[src/rtl/row_gray_alu_pkg.sv]
package row_gray_alu_pkg;
  localparam int unsigned PIX_W_DEF  = 6;
  localparam int unsigned ACC_W_DEF  = 11;
  localparam int unsigned N_COLS_DEF = 4;

  typedef enum logic [1:0] {
    OP_CLR = 2'b00,
    OP_ADD = 2'b01,
    OP_SUB = 2'b10,
    OP_CMP = 2'b11
  } alu_op_e;
endpackage

[src/rtl/row_deser.sv]
module row_deser #(
  parameter int unsigned W = 6
) (
  input  logic         clk,
  input  logic         rst,
  input  logic         start,
  input  logic         bit_in,
  output logic [W-1:0] word_q,
  output logic         ready_q
);
  localparam int unsigned CW = $clog2(W + 1);

  logic [CW-1:0] left_q;
  logic [W-1:0]  sh_q;
  logic [W-1:0]  sh_nxt;

  assign sh_nxt = {sh_q[W-2:0], bit_in};

  always_ff @(posedge clk) begin
    if (rst) begin
      left_q  <= '0;
      sh_q    <= '0;
      word_q  <= '0;
      ready_q <= 1'b0;
    end else begin
      ready_q <= 1'b0;
      if (start) begin
        // sampling clock: no data bit, arm the counter
        left_q <= CW'(W);
        sh_q   <= '0;
      end else if (left_q != '0) begin
        sh_q   <= sh_nxt;
        left_q <= left_q - 1'b1;
        if (left_q == CW'(1)) begin
          word_q  <= sh_nxt;
          ready_q <= 1'b1;
        end
      end
    end
  end
endmodule

[src/rtl/col_shift.sv]
module col_shift #(
  parameter int unsigned W = 6,
  parameter int unsigned N = 4
) (
  input  logic         clk,
  input  logic         rst,
  input  logic         en,
  input  logic [W-1:0] din,
  output logic [W-1:0] tail
);
  logic [W-1:0] cols_q [N];

  for (genvar i = 0; i < N; i++) begin : g_col
    if (i == 0) begin : g_head
      always_ff @(posedge clk) begin
        if (rst)     cols_q[i] <= '0;
        else if (en) cols_q[i] <= din;
      end
    end else begin : g_body
      always_ff @(posedge clk) begin
        if (rst)     cols_q[i] <= '0;
        else if (en) cols_q[i] <= cols_q[i-1];
      end
    end
  end

  assign tail = cols_q[N-1];
endmodule

[src/rtl/alu_bit_slice.sv]
module alu_bit_slice (
  input  logic a,
  input  logic b,
  input  logic cin,
  output logic y,
  output logic cout
);
  logic p;
  assign p    = a ^ b;
  assign y    = p ^ cin;
  assign cout = (a & b) | (cin & p);
endmodule

[src/rtl/ripple_alu.sv]
module ripple_alu #(
  parameter int unsigned W = 11
) (
  input  logic [W-1:0] a,
  input  logic [W-1:0] b,
  input  logic         sub,
  output logic [W-1:0] sum,
  output logic         ovf
);
  logic [W:0]   c;
  logic [W-1:0] bx;

  assign bx   = b ^ {W{sub}};
  assign c[0] = sub;

  for (genvar i = 0; i < W; i++) begin : g_slice
    alu_bit_slice u_slice (
      .a   (a[i]),
      .b   (bx[i]),
      .cin (c[i]),
      .y   (sum[i]),
      .cout(c[i+1])
    );
  end

  assign ovf = c[W] ^ c[W-1];
endmodule

[src/rtl/row_gray_alu.sv]
module row_gray_alu
  import row_gray_alu_pkg::*;
#(
  parameter int unsigned PIX_W  = PIX_W_DEF,
  parameter int unsigned ACC_W  = ACC_W_DEF,
  parameter int unsigned N_COLS = N_COLS_DEF
) (
  input  logic             clk,
  input  logic             rst,
  input  logic             ser_start,
  input  logic             ser_bit,
  input  logic             shift_en,
  input  logic             b_sel,
  input  logic             op_go,
  input  logic [1:0]       op_code,
  output logic [PIX_W-1:0] word_out,
  output logic             word_ready,
  output logic [PIX_W-1:0] tail_word,
  output logic [ACC_W-1:0] acc_out,
  output logic             res_valid,
  output logic             flag_gt,
  output logic             flag_eq
);
  localparam int unsigned EXT_W = ACC_W - PIX_W;

  alu_op_e          op;
  logic [PIX_W-1:0] b_pix;
  logic [ACC_W-1:0] b_ext;
  logic [ACC_W-1:0] acc_q;
  logic [ACC_W-1:0] alu_sum;
  logic             alu_ovf;
  logic             do_sub;
  logic             lt_w;
  logic             eq_w;

  assign op = alu_op_e'(op_code);

  row_deser #(.W(PIX_W)) u_deser (
    .clk    (clk),
    .rst    (rst),
    .start  (ser_start),
    .bit_in (ser_bit),
    .word_q (word_out),
    .ready_q(word_ready)
  );

  col_shift #(.W(PIX_W), .N(N_COLS)) u_cols (
    .clk (clk),
    .rst (rst),
    .en  (shift_en),
    .din (word_out),
    .tail(tail_word)
  );

  assign b_pix  = b_sel ? word_out : tail_word;
  assign b_ext  = {{EXT_W{1'b0}}, b_pix};
  assign do_sub = (op == OP_SUB) || (op == OP_CMP);

  ripple_alu #(.W(ACC_W)) u_alu (
    .a  (acc_q),
    .b  (b_ext),
    .sub(do_sub),
    .sum(alu_sum),
    .ovf(alu_ovf)
  );

  // signed less-than from the difference sign corrected by overflow
  assign lt_w = alu_sum[ACC_W-1] ^ alu_ovf;
  assign eq_w = (alu_sum == '0);

  always_ff @(posedge clk) begin
    if (rst) begin
      acc_q     <= '0;
      res_valid <= 1'b0;
      flag_gt   <= 1'b0;
      flag_eq   <= 1'b0;
    end else begin
      res_valid <= op_go;
      if (op_go) begin
        unique case (op)
          OP_CLR: acc_q <= '0;
          OP_ADD: acc_q <= alu_sum;
          OP_SUB: acc_q <= alu_sum;
          OP_CMP: begin
            flag_gt <= !lt_w && !eq_w;
            flag_eq <= eq_w;
          end
          default: acc_q <= acc_q;
        endcase
      end
    end
  end

  assign acc_out = acc_q;
endmodule

[config.mk]
export PLATFORM = sky130hd
export DESIGN_NAME = row_gray_alu
export DESIGN_NICKNAME = d
export VERILOG_FILES = /design/src/rtl/row_gray_alu_pkg.sv /design/src/rtl/row_deser.sv /design/src/rtl/col_shift.sv /design/src/rtl/alu_bit_slice.sv /design/src/rtl/ripple_alu.sv /design/src/rtl/row_gray_alu.sv
export SDC_FILE = /design/constraint.sdc
export NUM_CORES = 1
export LEC_CHECK = 0
export ABC_CLOCK_PERIOD_IN_PS = 6800
export BUFFER_PORTS_ARGS = -buffer_cell sky130_fd_sc_hd__buf_2
export CAP_MARGIN = 10
export CORE_MARGIN = 3
export CORE_UTILIZATION = 57
export DETAILED_ROUTE_END_ITERATION = 6
export MAX_ROUTING_LAYER = met4
export PLACE_DENSITY = 0.78
export SYNTH_ARGS = -nofsm -noshare
export SYNTH_HDL_FRONTEND = slang
export SYNTH_SLANG_ARGS = --single-unit
[constraint.sdc]
create_clock -name clk -period 6.8 [get_ports clk]
set_input_delay 1.02 -clock clk [delete_from_list [all_inputs] [get_ports clk]]
set_output_delay 1.02 -clock clk [all_outputs]
set_load 0.02 [all_outputs]
# After elaboration in Yosys (flattened, before gate mapping)
# Memories as Yosys holds them, arrays and structs flattened.
# Cells that the tools add are included.
# W data, S select, Z words.
dict set report classes {
  add_sub_neg 1
  n_eq_ne 4
  mux 14
  bitwise 64
  reduce_logical 15
}
# cell count
set ops {}
lappend ops {{$mux W6} 5}
lappend ops {{$xor A1 B1 Y1} 24}
lappend ops {{$and A1 B1 Y1} 22}
lappend ops {{$pmux W11 S2} 1}
lappend ops {{$or A1 B1 Y1} 15}
lappend ops {{$logic_not A11 Y1} 1}
lappend ops {{$xor A6 B11 Y11} 1}
lappend ops {{$mux W1} 6}
lappend ops {{$mux W3} 2}
lappend ops {{$eq A2 B2 Y1 const B} 2}
lappend ops {{$reduce_and A2 Y1} 2}
lappend ops {{$reduce_bool A2 Y1} 2}
lappend ops {{$reduce_or A2 Y1} 2}
lappend ops {{$eq A3 B1 Y1 const B} 1}
lappend ops {{$reduce_and A3 Y1} 1}
lappend ops {{$reduce_bool A3 Y1} 1}
lappend ops {{$reduce_or A3 Y1} 1}
lappend ops {{$sub A3 B1 Y3 const B} 1}
lappend ops {{$eq A2 B1 Y1 const B} 1}
lappend ops {{$logic_not A1 Y1} 2}
lappend ops {{$logic_not A2 Y1} 1}
lappend ops {{$not A1 Y1} 2}
lappend ops {{$logic_and A1 B1 Y1} 1}
lappend ops {{$logic_or A1 B1 Y1} 1}
dict set report word_totals {
  register_bits 29
  ram_bits 24
  in_bits 9
  out_inout_bits 27
  wordCells 108
  mem_count 1
}
# memory words width rd rd_ports_with_merged_regs write_ports line
set mem_list {}
lappend mem_list {u_cols.cols_q 4 6 4 0 4 col_shift.sv:11} ;# logic [W-1:0] cols_q [N];

# Depth between registers and ports, before layout
dict set report logic_depth {
  word_depth 30
  mapped_depth 20
  depth_no_buf 20
}

# Cells and area by module
# Synthesis repeated with hierarchy kept, for this count alone.
dict set report hier_totals {
  hier_cells 214
  area_unflattened_um2 2695.1
}
# mod n_inst cells_per_inst area_per_inst_um2 seq_area_each_um2
set modules_own_cells {}
lappend modules_own_cells {col_shift 1 53 987.2 720.7}
lappend modules_own_cells {row_gray_alu 1 78 729.4 280.3}
lappend modules_own_cells {row_deser 1 59 641.9 300.3}
lappend modules_own_cells {alu_bit_slice 11 1 20.0 0.0}
lappend modules_own_cells {ripple_alu 1 13 116.4 0.0}

# Worst setup path before layout
# OpenSTA, ideal clock, no wires.
dict set report synth_path {
  path_type {input -> register}
  from {in op_code[0]}
  to {reg acc_q[10] (netlist: acc_out[10])}
  setup_ns 0.070
  arrival_ns 5.997
  t_required_ns 6.730
  slack_ns 0.733
  cell_stages 18
  n_path_buf 0
  cell_sequence {ha_1 > nor2_2 > o21ai_0 > fa_1 > fa_1 > fa_1 > fa_1 > fa_1 > inv_1 > fa_1 > fa_1 > fa_1 > inv_1 > fa_1 > inv_1 > fa_1 > or3_1 > a21oi_1}
}
dict set report synth_between {
  elab_chain_cells 26
  word_cells_on_any_way 52
  classes_between {eq/ne (3); mux (1); bitwise (43); reduce/logical (5)}
}
# item line
set synth_lines {}
lappend synth_lines {{start, declared} row_gray_alu.sv:15} ;# input logic [1:0] op_code,
lappend synth_lines {{$eq A2 B2 Y1, on equally long branches} {row_gray_alu.sv:57, row_gray_alu.sv:80}}
lappend synth_lines {{$logic_or A1 B1 Y1} row_gray_alu.sv:57} ;# assign do_sub = (op == OP_SUB) || (op == OP_CMP);
lappend synth_lines {{$xor A6 B11 Y11} ripple_alu.sv:13} ;# assign bx = b ^ {W{sub}};
lappend synth_lines {{$xor A1 B1 Y1} alu_bit_slice.sv:9} ;# assign p = a ^ b;
lappend synth_lines {{$and A1 B1 Y1} alu_bit_slice.sv:11} ;# assign cout = (a & b) | (cin & p);
lappend synth_lines {{$or A1 B1 Y1} alu_bit_slice.sv:11}
lappend synth_lines {{$and A1 B1 Y1} alu_bit_slice.sv:11}
lappend synth_lines {{$or A1 B1 Y1} alu_bit_slice.sv:11}
lappend synth_lines {{[... 10 more ...]} --}
lappend synth_lines {{$and A1 B1 Y1} alu_bit_slice.sv:11}
lappend synth_lines {{$or A1 B1 Y1} alu_bit_slice.sv:11}
lappend synth_lines {{$and A1 B1 Y1} alu_bit_slice.sv:11}
lappend synth_lines {{$or A1 B1 Y1} alu_bit_slice.sv:11}
lappend synth_lines {{$and A1 B1 Y1} alu_bit_slice.sv:11}
lappend synth_lines {{$or A1 B1 Y1} alu_bit_slice.sv:11}
lappend synth_lines {{$xor A1 B1 Y1} alu_bit_slice.sv:10} ;# assign y = p ^ cin;
lappend synth_lines {{$pmux W11 S2} row_gray_alu.sv:80} ;# unique case (op)
lappend synth_lines {{end signal, assigned} row_gray_alu.sv:82} ;# OP_ADD: acc_q <= alu_sum;
lappend synth_lines {{end signal, assigned} row_gray_alu.sv:83} ;# OP_SUB: acc_q <= alu_sum;
lappend synth_lines {{end signal, assigned} row_gray_alu.sv:88} ;# default: acc_q <= acc_q;
lappend synth_lines {{end, declared} row_gray_alu.sv:29} ;# logic [ACC_W-1:0] acc_q;
# Several ways; a longest one is shown, not always the timed one.
# A chain may end at the register's enable or synchronous reset.

# Final worst setup path
# Ends and elaborated chain as after synthesis.

==> reports/metrics.csv <==
metric,value,unit
grt_pass1_wl,7.39,mm
synth_top_area_frac,0.281,
drc,0,
area_delta_synth_final,8.54,%
worstSetupPathType,in2reg,
rows,23,
cp_max_fo,6,
via_per_inst,5.47,
hold_class,reg2reg,
syn_area,2560,um2
setup_tns,0,ps
ys_types,38,
powerDensity,241,nW/um2
dp_slack,667,ps
r2r_end,acc_out[10]$_SDFFE_PP0P_,
grt_max_degree,28,
cts_buffer_depth,2,
rr_worst_depth,18,
drt_first_pass_iters,4,
min_period,5780,ps
clk_latency,310,ps
leakagePower,1.16,nW
critPathMaxStageDelay,450,ps
cts.repair.resized,0,
hold_violations,0,
setup-violations-final,0,
slew_viol_final,0,
maxCapViolCount,0,
synthArstFlopShare,0,
yosys_register_bits,53,
cts_setup_buffers,0,
final_util,0.667,
drt_iter0_drc,147,
clock-sinks,53,
r2r_start,u_cols.cols_q[3][0]$_SDFFCE_PN0P_,
crit_path_frequent_cell,fa_1,
irDropWorstVdd,136,uV
rsz0062_at_grt,false,
post-dp-hpwl,3.19,mm
chipWidth,73.1,um
routedWlPerCell,14.5,um
clock-root-buffer,clkbuf_8,
worst-endpoint-required,7040,ps
max_freq,0.173,GHz
diodes,0,
hold_path.startpoint,acc_out[6]$_SDFFE_PP0P_,
synth_edf_count,24,
globalplace.congestion,0.861,
grtUsageTotal,0.188,
port_buffers,35,
r2r_slack,1600,ps
setup_ws,1020,ps
drive_gt1_frac,0.210,
die_area,5340,um2
status,"finished, final reports clean",
crit_arrival,6020,ps
synth_top_cells_by_count,"dfxtp_1 (29), and2_1 (24), edfxtp_1 (24), a21oi_1 (18), nand2_1 (14)",
clock_skew,9.73,ps
synth-seq-area-share,0.507,
cts_tree,built,
startpoint_type,input port,
initial_core_util,0.615,
via_count,1679,
coreArea,4170,um2
p_total,0.670,mW
syn_inst,234,
min_to,acc_out[6]$_SDFFE_PP0P_,
clk_pin_slew,100,ps
critPathCaptureType,register,
tightest_slew,550,ps
cp_cell_sequence,buf_2 -> ha_1 -> nor2_2 -> o21ai_0 -> fa_1 -> fa_1 -> fa_1 -> fa_1 -> fa_1 -> inv_1 -> fa_1 -> fa_1 -> fa_1 -> inv_1 -> fa_1 -> inv_1 -> fa_1 -> or3_1 -> a21oi_1,
io_pins,36,
finalWirelength,4.45,mm
synth_top_cells_by_area,"edfxtp_1 (28%), dfxtp_1 (23%), fa_1 (7.8%)",
antenna_found_initial,0,
cts_buffers,5,
syn_area_per_cell,11.0,um2
yosysMostFrequentCell,dfxtp_1,
synth_nets,257,
yosys_warnings,0,
ys.flop_type,dfxtp_1,
cts_max_level,2,
grt.overflow.total,0,
holdPathStages,2,
max_slew_margin,0.632,
yosysTopAreaCell,edfxtp_1,
grt_pass1_vias,1524,
fp.dieH,73.1,um
min_period_over_period,0.850,
layout.nets,279,
cpMaxStageDelayCell,fa_1,
ctsHoldBuffers,0,
drtAntennaViolNets,0,
==> routing by layer <==
metal / share of wire / track usage
met5: 0 / -
met4: 0.016 / 0.0840
met3: 0.055 / 0.0317
met2: 0.45 / 0.272
met1: 0.47 / 0.259
==> power breakdown <==
part           switching (mW)  total [mW]  internal [mW]
Sequential            0.00926       0.356          0.347
Combinational          0.0591      0.0972         0.0382
Clock                   0.106       0.216          0.110
==> state kept, by name, indices dropped and copies added (netlist names) <==
| register | count |
|---|---|
| res_valid | 1 |
| u_deser.word_q | 6 |
| u_cols.cols_q | 24 |
| flag_gt | 1 |
| u_deser.ready_q | 1 |
| flag_eq | 1 |
| u_deser.left_q | 3 |
| u_deser.sh_q | 5 |
| acc_out | 11 |
==> worst max-delay path by stage <==
| stage | start | to | slack (ps) | cells after the start |
|---|---|---|---|---|
| 6_report | op_code[0] | acc_out[10]$_SDFFE_PP0P_ | 1020 | 19 |
| 3_3_place_gp | op_code[0] | flag_eq$_SDFFE_PP0P_ | 830 | 20 |
| 2_1_floorplan | op_code[0] | acc_out[10]$_SDFFE_PP0P_ | 730 | 18 |
| 5_1_grt | op_code[0] | acc_out[10]$_SDFFE_PP0P_ | 730 | 19 |
| 4_1_cts | op_code[0] | flag_eq$_SDFFE_PP0P_ | 990 | 20 |
| 3_5_place_dp | op_code[0] | flag_eq$_SDFFE_PP0P_ | 670 | 20 |
==> critical path: cells and delay by family <==
kind,cells,cell delay [ps]
adders and majority gates,11,3740
and+or+nand+nor,2,600
buffers and inverters,4,330
AOI/OAI and AO/OA,2,320
==> stage by stage <==
stage / instance area [um2] / instances / hold slack [ps]
floorplan: 2560 / 234 / 443
global placement: 2660 / 298 / 452
CTS: 2780 / 306 / 476
global route: 2780 / 307 / 500
detailed placement: 2660 / 298 / 464
finish: 2780 / 307 / 479
==> cell families (layout without fill, tap and decap cells) <==
group / Yosys count / after routing / share of synthesized area
AO/OA/AOI/OAI: 31 / 31 / 0.0668
XOR/XNOR: 6 / 6 / 0.0205
adder cells (fa/ha/maj): 14 / 14 / 0.0976
buffers and inverters: 34 / 57 / 0.0746
flip-flops: 53 / 53 / 0.507
multiplexers: 11 / 11 / 0.0449
AND/OR/NAND/NOR: 85 / 85 / 0.188
==> layout by cell type (no fill, tap or decap), types with 2 or more instances in the layout <==
master    instances
mux2i_1          10
buf_4             2
a21oi_1          18
nor3_1            2
xor2_1            5
a211oi_1          2
o21ai_0           7
fa_1             10
or3_1             4
edfxtp_1         24
a31oi_1           2
dfxtp_1          29
ha_1              4
nor2b_1           4
nand2_1          14
nor2_1            9
or2_2             4
buf_2            35
clkbuf_8          5
nand3_1          13
inv_1            12
nor4b_1           2
and2_1           24
==> final cells by class <==
| class | instances | area [um2] |
|---|---|---|
| fillers | 319 | 1390 |
| flip-flops and latches | 53 | 1300 |
| multi-input cells | 147 | 1070 |
| repair buffers | 37 | 190 |
| clock buffers | 5 | 68.8 |
| well taps | 50 | 62.6 |
| inverters | 12 | 45.0 |
| clock inverters | 3 | 43.8 |
Note: power is estimated with default switching activity, not from simulation.
